File: config.mk
export PLATFORM = sky130hd
export DESIGN_NAME = prog_counter_stack
export DESIGN_NICKNAME = d
export VERILOG_FILES = /design/src/rtl/pcs_pkg.sv /design/src/rtl/pcs_next_sel.sv /design/src/rtl/pcs_ret_stack.sv /design/src/rtl/prog_counter_stack.sv
export SDC_FILE = /design/constraint.sdc
export NUM_CORES = 1
export LEC_CHECK = 0
export BUFFER_PORTS_ARGS = -buffer_cell sky130_fd_sc_hd__clkbuf_2
export CAP_MARGIN = 20
export CORE_MARGIN = 3
export CORE_UTILIZATION = 50
export DETAILED_ROUTE_END_ITERATION = 12
export PLACE_DENSITY = 0.74
export SETUP_SLACK_MARGIN = 0.1
export SYNTH_ARGS = -nofsm -noshare
export SYNTH_HDL_FRONTEND = slang
export SYNTH_SLANG_ARGS = --single-unit
File: constraint.sdc
create_clock -name clk -period 4.7 [get_ports clk]
set_input_delay 0.47 -clock clk [delete_from_list [all_inputs] [get_ports clk]]
set_output_delay 0.47 -clock clk [all_outputs]
set_load 0.05 [all_outputs]
File: src/rtl/pcs_pkg.sv
package pcs_pkg;

    typedef enum logic [2:0] {
        OP_STEP   = 3'd0,
        OP_JUMP   = 3'd1,
        OP_CALL   = 3'd2,
        OP_BRANCH = 3'd3,
        OP_RET    = 3'd4,
        OP_RETI   = 3'd5,
        OP_SPARE6 = 3'd6,
        OP_SPARE7 = 3'd7
    } pc_op_e;

    typedef enum logic [1:0] {
        FILL_EMPTY,
        FILL_PARTIAL,
        FILL_FULL
    } fill_e;

    typedef enum logic [2:0] {
        SRC_RESET,
        SRC_VECTOR,
        SRC_INC,
        SRC_ABS,
        SRC_REL,
        SRC_POP
    } src_e;

endpackage

File: src/rtl/pcs_next_sel.sv
module pcs_next_sel
    import pcs_pkg::*;
#(
    parameter int              PC_W    = 12,
    parameter int              OFF_W   = 8,
    parameter logic [PC_W-1:0] RST_VEC = 12'hFFE,
    parameter logic [PC_W-1:0] IRQ_VEC = 12'hFF0
) (
    input  logic             restart,
    input  logic             irq,
    input  logic [2:0]       op,
    input  logic [PC_W-1:0]  pc,
    input  logic [PC_W-1:0]  target,
    input  logic [OFF_W-1:0] offset,
    input  logic [PC_W-1:0]  top,
    output logic [PC_W-1:0]  nxt_pc,
    output logic             push,
    output logic             pop,
    output logic [PC_W-1:0]  push_val
);

    localparam int EXT_W = PC_W - OFF_W;

    src_e            src;
    logic [PC_W-1:0] pc_inc;
    logic [PC_W-1:0] off_ext;

    assign pc_inc  = pc + PC_W'(1);
    assign off_ext = {{EXT_W{offset[OFF_W-1]}}, offset};

    // source selection: restart, then interrupt entry, then instruction
    always_comb begin
        src  = SRC_INC;
        push = 1'b0;
        pop  = 1'b0;
        if (restart) begin
            src = SRC_RESET;
        end else if (irq) begin
            src  = SRC_VECTOR;
            push = 1'b1;
        end else begin
            unique case (pc_op_e'(op))
                OP_STEP, OP_SPARE6, OP_SPARE7: src = SRC_INC;
                OP_JUMP:                       src = SRC_ABS;
                OP_CALL: begin
                    src  = SRC_ABS;
                    push = 1'b1;
                end
                OP_BRANCH:                     src = SRC_REL;
                OP_RET, OP_RETI: begin
                    src = SRC_POP;
                    pop = 1'b1;
                end
            endcase
        end
    end

    always_comb begin
        unique case (src)
            SRC_RESET:  nxt_pc = RST_VEC;
            SRC_VECTOR: nxt_pc = IRQ_VEC;
            SRC_ABS:    nxt_pc = target;
            SRC_REL:    nxt_pc = pc + off_ext;
            SRC_POP:    nxt_pc = top;
            default:    nxt_pc = pc_inc;
        endcase
    end

    // interrupt entry returns to the address not yet fetched; a call returns past itself
    assign push_val = irq ? pc : pc_inc;

    always_comb begin
        a_r7_no_push_and_pop : assert (!(push && pop));
    end

endmodule

File: src/rtl/pcs_ret_stack.sv
module pcs_ret_stack
    import pcs_pkg::*;
#(
    parameter int PC_W  = 12,
    parameter int DEPTH = 6,
    parameter int CNT_W = $clog2(DEPTH + 1)
) (
    input  logic             clk,
    input  logic             rst_n,
    input  logic             clear,
    input  logic             push,
    input  logic             pop,
    input  logic [PC_W-1:0]  push_val,
    output logic [PC_W-1:0]  top,
    output logic [CNT_W-1:0] depth,
    output logic             full,
    output logic             empty,
    output logic             ovf_evt,
    output logic             unf_evt
);

    localparam logic [CNT_W-1:0] CNT_MAX = CNT_W'(DEPTH);
    localparam logic [CNT_W-1:0] CNT_ONE = CNT_W'(1);

    logic [PC_W-1:0]  lvl [DEPTH];
    logic [CNT_W-1:0] cnt_q, cnt_d;
    fill_e            fill_q, fill_d;
    logic             do_shift_in, do_shift_out;

    assign do_shift_in  = push && !clear;
    assign do_shift_out = pop && !clear && (fill_q != FILL_EMPTY);

    // shifting storage: level 0 faces the program counter
    for (genvar i = 0; i < DEPTH; i++) begin : g_level
        if (i == 0) begin : g_head
            always_ff @(posedge clk or negedge rst_n) begin
                if (!rst_n)            lvl[i] <= '0;
                else if (do_shift_in)  lvl[i] <= push_val;
                else if (do_shift_out) lvl[i] <= (DEPTH > 1) ? lvl[(DEPTH > 1) ? 1 : 0] : lvl[i];
            end
        end else if (i == DEPTH - 1) begin : g_tail
            always_ff @(posedge clk or negedge rst_n) begin
                if (!rst_n)           lvl[i] <= '0;
                else if (do_shift_in) lvl[i] <= lvl[i-1];
            end
        end else begin : g_mid
            always_ff @(posedge clk or negedge rst_n) begin
                if (!rst_n)            lvl[i] <= '0;
                else if (do_shift_in)  lvl[i] <= lvl[i-1];
                else if (do_shift_out) lvl[i] <= lvl[i+1];
            end
        end
    end

    assign top = lvl[0];

    // fill-state machine and count: next-state process
    always_comb begin
        fill_d  = fill_q;
        cnt_d   = cnt_q;
        ovf_evt = 1'b0;
        unf_evt = 1'b0;
        if (clear) begin
            fill_d = FILL_EMPTY;
            cnt_d  = '0;
        end else begin
            unique case (fill_q)
                FILL_EMPTY: begin
                    if (push) begin
                        cnt_d  = CNT_ONE;
                        fill_d = (CNT_ONE == CNT_MAX) ? FILL_FULL : FILL_PARTIAL;
                    end else if (pop) begin
                        unf_evt = 1'b1;
                    end
                end
                FILL_PARTIAL: begin
                    if (push) begin
                        cnt_d  = cnt_q + CNT_ONE;
                        fill_d = (cnt_q + CNT_ONE == CNT_MAX) ? FILL_FULL : FILL_PARTIAL;
                    end else if (pop) begin
                        cnt_d  = cnt_q - CNT_ONE;
                        fill_d = (cnt_q == CNT_ONE) ? FILL_EMPTY : FILL_PARTIAL;
                    end
                end
                FILL_FULL: begin
                    if (push) begin
                        ovf_evt = 1'b1;
                    end else if (pop) begin
                        cnt_d  = cnt_q - CNT_ONE;
                        fill_d = (cnt_q == CNT_ONE) ? FILL_EMPTY : FILL_PARTIAL;
                    end
                end
                default: begin
                    fill_d = FILL_EMPTY;
                    cnt_d  = '0;
                end
            endcase
        end
    end

    // state register
    always_ff @(posedge clk or negedge rst_n) begin
        if (!rst_n) begin
            fill_q <= FILL_EMPTY;
            cnt_q  <= '0;
        end else begin
            fill_q <= fill_d;
            cnt_q  <= cnt_d;
        end
    end

    // outputs
    always_comb begin
        depth = cnt_q;
        full  = (fill_q == FILL_FULL);
        empty = (fill_q == FILL_EMPTY);
    end

    a_r10_empty_matches_count : assert property (@(posedge clk) disable iff (!rst_n)
        (fill_q == FILL_EMPTY) == (cnt_q == '0));

    a_r10_full_matches_count : assert property (@(posedge clk) disable iff (!rst_n)
        (fill_q == FILL_FULL) == (cnt_q == CNT_MAX));

    a_r8_push_full_stays_full : assert property (@(posedge clk) disable iff (!rst_n)
        (push && full && !clear) |=> (full && depth == CNT_MAX));

    a_r9_pop_empty_stays_empty : assert property (@(posedge clk) disable iff (!rst_n)
        (pop && empty && !clear) |=> (empty && $stable(top)));

    a_r4_push_grows : assert property (@(posedge clk) disable iff (!rst_n)
        (push && !full && !clear) |=> (depth == $past(depth) + CNT_ONE && top == $past(push_val)));

endmodule

File: src/rtl/prog_counter_stack.sv
module prog_counter_stack
    import pcs_pkg::*;
#(
    parameter int              PC_W    = 12,
    parameter int              OFF_W   = 8,
    parameter int              DEPTH   = 6,
    parameter logic [PC_W-1:0] RST_VEC = 12'hFFE,
    parameter logic [PC_W-1:0] IRQ_VEC = 12'hFF0,
    parameter int              CNT_W   = $clog2(DEPTH + 1)
) (
    input  logic             clk,
    input  logic             rst_n,
    input  logic             restart_i,
    input  logic             irq_i,
    input  logic [2:0]       op_i,
    input  logic [PC_W-1:0]  target_i,
    input  logic [OFF_W-1:0] offset_i,
    output logic [PC_W-1:0]  pc_o,
    output logic [CNT_W-1:0] depth_o,
    output logic             full_o,
    output logic             empty_o,
    output logic             overflow_o,
    output logic             underflow_o
);

    logic [PC_W-1:0] pc_q, nxt_pc, top, push_val;
    logic            push, pop, ovf_evt, unf_evt;
    logic            ovf_q, unf_q;

    pcs_next_sel #(
        .PC_W    (PC_W),
        .OFF_W   (OFF_W),
        .RST_VEC (RST_VEC),
        .IRQ_VEC (IRQ_VEC)
    ) i_sel (
        .restart  (restart_i),
        .irq      (irq_i),
        .op       (op_i),
        .pc       (pc_q),
        .target   (target_i),
        .offset   (offset_i),
        .top      (top),
        .nxt_pc   (nxt_pc),
        .push     (push),
        .pop      (pop),
        .push_val (push_val)
    );

    pcs_ret_stack #(
        .PC_W  (PC_W),
        .DEPTH (DEPTH),
        .CNT_W (CNT_W)
    ) i_stack (
        .clk      (clk),
        .rst_n    (rst_n),
        .clear    (restart_i),
        .push     (push),
        .pop      (pop),
        .push_val (push_val),
        .top      (top),
        .depth    (depth_o),
        .full     (full_o),
        .empty    (empty_o),
        .ovf_evt  (ovf_evt),
        .unf_evt  (unf_evt)
    );

    always_ff @(posedge clk or negedge rst_n) begin
        if (!rst_n) begin
            pc_q  <= RST_VEC;
            ovf_q <= 1'b0;
            unf_q <= 1'b0;
        end else begin
            pc_q <= nxt_pc;
            if (restart_i) begin
                ovf_q <= 1'b0;
                unf_q <= 1'b0;
            end else begin
                if (ovf_evt) ovf_q <= 1'b1;
                if (unf_evt) unf_q <= 1'b1;
            end
        end
    end

    assign pc_o        = pc_q;
    assign overflow_o  = ovf_q;
    assign underflow_o = unf_q;

    a_r1_restart_vector : assert property (@(posedge clk) disable iff (!rst_n)
        restart_i |=> (pc_o == RST_VEC && depth_o == '0 && !overflow_o && !underflow_o));

    a_r2_step_increments : assert property (@(posedge clk) disable iff (!rst_n)
        (!restart_i && !irq_i && op_i == 3'd0) |=> (pc_o == PC_W'($past(pc_o) + PC_W'(1))));

    a_r3_jump_keeps_depth : assert property (@(posedge clk) disable iff (!rst_n)
        (!restart_i && !irq_i && op_i == 3'd1) |=> (pc_o == $past(target_i) && $stable(depth_o)));

    a_r6_irq_vector : assert property (@(posedge clk) disable iff (!rst_n)
        (irq_i && !restart_i) |=> (pc_o == IRQ_VEC));

    a_r8_overflow_sticky : assert property (@(posedge clk) disable iff (!rst_n)
        (overflow_o && !restart_i) |=> overflow_o);

    a_r9_underflow_sticky : assert property (@(posedge clk) disable iff (!rst_n)
        (underflow_o && !restart_i) |=> underflow_o);

endmodule

==> results.yml <==
floorplanning:
  dieArea_um2: 12200
  dieWidth_um: 110
  start_util_pct: 51.9
  pin_count: 46
  fp.dieH_um: 110
  design.core.area_um2: 10500
  row_count: 37
clock_tree:
  clockBufferDepth: 2
  cts.sinks: 91
  cts_resized: 0
  cts-root-buf: "clkbuf_8"
  worstSkewPairLatency_ns: 0.37
  h-tree-depth: 3
  postCtsSetupBuffers: 0
  cts_buffers: 9
  cts_tree: "done"
  clkTransAtPathRegs_ns: 0.10
  hold_buffers: 0
layout:
  fill_cells: 975
  final_nets: 639
  area_growth_pct: 7.67
  stdcell_area_um2: 5850
  antennaDiodeCount: 0
  drive_above_1_share_pct: 15.8
worst_setup_path:
  path_class: "register to register"
  max_stage_delay_ns: 0.48
  worstRegToRegCells: 8
  cp_data_arrival_time_ns: 2.76
  ff2ff_setup_slack_ns: 2.24
  start_kind: "register"
  reg2reg_from: "pc_o[0]$_DFF_PN0_"
  reg2reg_to: "pc_o[10]$_DFF_PN1_"
  cpMostUsedCell: "a21oi_1"
  endpoint_kind: "register"
  cp-endpoint: "pc_o[10]$_DFF_PN1_"
  crit_chain: "ha_1, fa_1, a21o_1, a221o_1, a221oi_2, xnor2_1, a21oi_1, a21oi_1"
  critPathMaxFanout: 7
  crit_start: "pc_o[0]$_DFF_PN0_"
  cpMaxStageDelayCell: "dfrtp_1"
  worst_ep_required_time_ns: 5.00
synth:
  synth-xor-area-share_pct: 5.48
  avgSynthCellArea_um2: 9.53
  syn_inst: 570
  ys_seq_area_share_pct: 42.2
  ys_types: 61
  ys_warn_count: 0
  synth_top_family_by_area: "simple AND/OR/NAND/NOR gates"
  synth_compound_area_share_pct: 15.5
  synth_area_um2: 5430
  ys.flop_type: "dfrtp_1"
  synth_fp_nets: 613
  synth_edf_count: 0
  synthAdderAreaFrac_pct: 5.48
  synth_simple_gate_area_share_pct: 15.9
  synthArstFlopShare_pct: 100
  synth_seq_cells: 91
  synthMuxAreaShare_pct: 10.3
timing:
  fin_crit_ns: 2.46
  relSlewSlack_pct: 33.1
  setup_viol: 0
  fmax_mhz: 406
  skew_ns: 0.0120
  slew_violations: 0
  finalCritPeriodShare_pct: 52.3
  tns_ns: 0
  rsz0062_at_grt: "false"
  worst_slew_pin_slew_ns: 1.00
  hold_viol: 0
detailed_routing:
  wl_per_cell_um: 16.1
  dr.pass1.iters: 4
  drc: 0
  drtIter0Drc: 203
  routed_wl_um: 11900
  vias_per_cell: 5.75
  vias: 4240
  ant_nets: 0
global_route:
  grt_pass1_vias: 4144
  overflow: 0
  grt_usage_pct: 21.2
  grt_pass1_wl_um: 20200
  grt_max_degree: 101
  antenna_found_initial: 0
placement:
  gp_congestion: 0.919
  hpwl_um: 8480
  dpl_cell_area_um2: 5630
  port_buffers: 45
job:
  drv_cap: 0
power_and_ir_drop:
  power_leakage_uw: 0.00243
  p_per_area_nw_per_um2: 368
  vdd_drop_max_mv: 0.130
outcome:
  status: "complete, no violations"
hold_path:
  hold_class: "input port to asynchronous set/reset pin"
cell type report:
class	instances	area (µm²)	share of cell area (%)
clock buffer	10	138	2.35
clock inverter	6	87.6	1.50
inverter	9	33.8	0.577
multi-input combinational	436	2870	49.1
sequential	91	2290	39.2
tap	136	170	2.91
timing repair buffer	49	258	4.41
placed cells by master, fill, tap and decap left out, drive strengths merged, types with 3 or more instances in the layout:
cell type and n:
nor2 27, a21oi 19, nor3 7, nor2b 6
mux2i 55, nand4 4, a211oi 3, ha 15
xnor2 22, buf 5, inv 10, nand2 122
a22oi 6, a21o 3, a221oi 4, o22ai 6
nand3 9, maj3 9, a32o 3, a221o 3
and3 4, dfstp 11, o22a 3, xor2 12
o21ai 63, clkbuf 54, dfrtp 80, clkinv 3
a32oi 5
per-layer routing:
layer | GRT usage (%) | part of all wire [%] | vias up
li1 | - | - | 2064
met1 | 30.3 | 48 | 2047
met2 | 31.5 | 45 | 112
met3 | 3.84 | 4.7 | 17
met4 | 9.06 | 1.9 | 0
met5 | 0 | 0 | -
flip-flops by register name, summed over array words and instances (netlist names):
name,flops
i_stack.depth,3
overflow_o,1
i_stack.lvl,60
pc_o,12
underflow_o,1
i_stack.fill_q,2
i_stack.top,12
worst min-delay path by stage:
stage,from,to,slack [ns],cells past startpoint
floorplan,rst_n,i_stack.depth[0]$_DFFE_PN0P_,0.17,0
global placement,i_stack.lvl[2]$_DFFE_PN0P_,i_stack.lvl[2]$_DFFE_PN0P_,0.46,2
detailed placement,i_stack.lvl[1]$_DFFE_PN0P_,i_stack.lvl[1]$_DFFE_PN0P_,0.46,2
CTS,rst_n,i_stack.depth[0]$_DFFE_PN0P_,0.17,1
global route,rst_n,i_stack.lvl[15]$_DFFE_PN0P_,0.19,1
finish,rst_n,i_stack.depth[2]$_DFFE_PN0P_,0.15,1
metrics by stage:
stage | setup slack (ns) | cells | utilization (%) | hold WS [ns] | total power, µW
6_report | 2.24 | 737 | 55.9 | 0.153 | 2150
5_1_grt | 2.11 | 737 | 55.9 | 0.195 | 2280
2_1_floorplan | 2.29 | 570 | - | 0.174 | 1420
4_1_cts | 2.26 | 737 | 55.9 | 0.166 | 2170
3_3_place_gp | 2.11 | 721 | 53.8 | 0.459 | 1540
3_5_place_dp | 1.99 | 721 | 53.8 | 0.463 | 1570
power breakdown:
| part | switching, µW | internal (µW) |
|---|---|---|
| clock network | 284 | 315 |
| registers | 140 | 940 |
| logic | 279 | 194 |
synthesized netlist by cell type (11+ instances only):
cell      instances  share of area, %
a21oi_1          19               1.7
buf_2            13               1.2
clkbuf_1         11              0.76
dfrtp_1          80                37
dfstp_2          11               5.3
ha_1             15               3.5
mux2i_1          55                10
nand2_1         120               8.3
nor2_1           21               1.5
o21ai_1          58               5.3
xnor2_1          22               3.5
xor2_1           12               1.9
critical path, delay by kind of cell, from the launching register on:
family	cells	cell delay [ns]
flip-flops	1	0.48
adder cells (fa/ha/maj)	2	0.65
XOR/XNOR	1	0.17
AO/OA/AOI/OAI	5	1.07
cell families after synthesis:
group | after synthesis
simple gates | 189
compound gates | 132
flops | 91
mux | 56
buf+inv | 43
xor+xnor | 34
fa+ha+maj | 25
(Power assumes the default switching activity.)
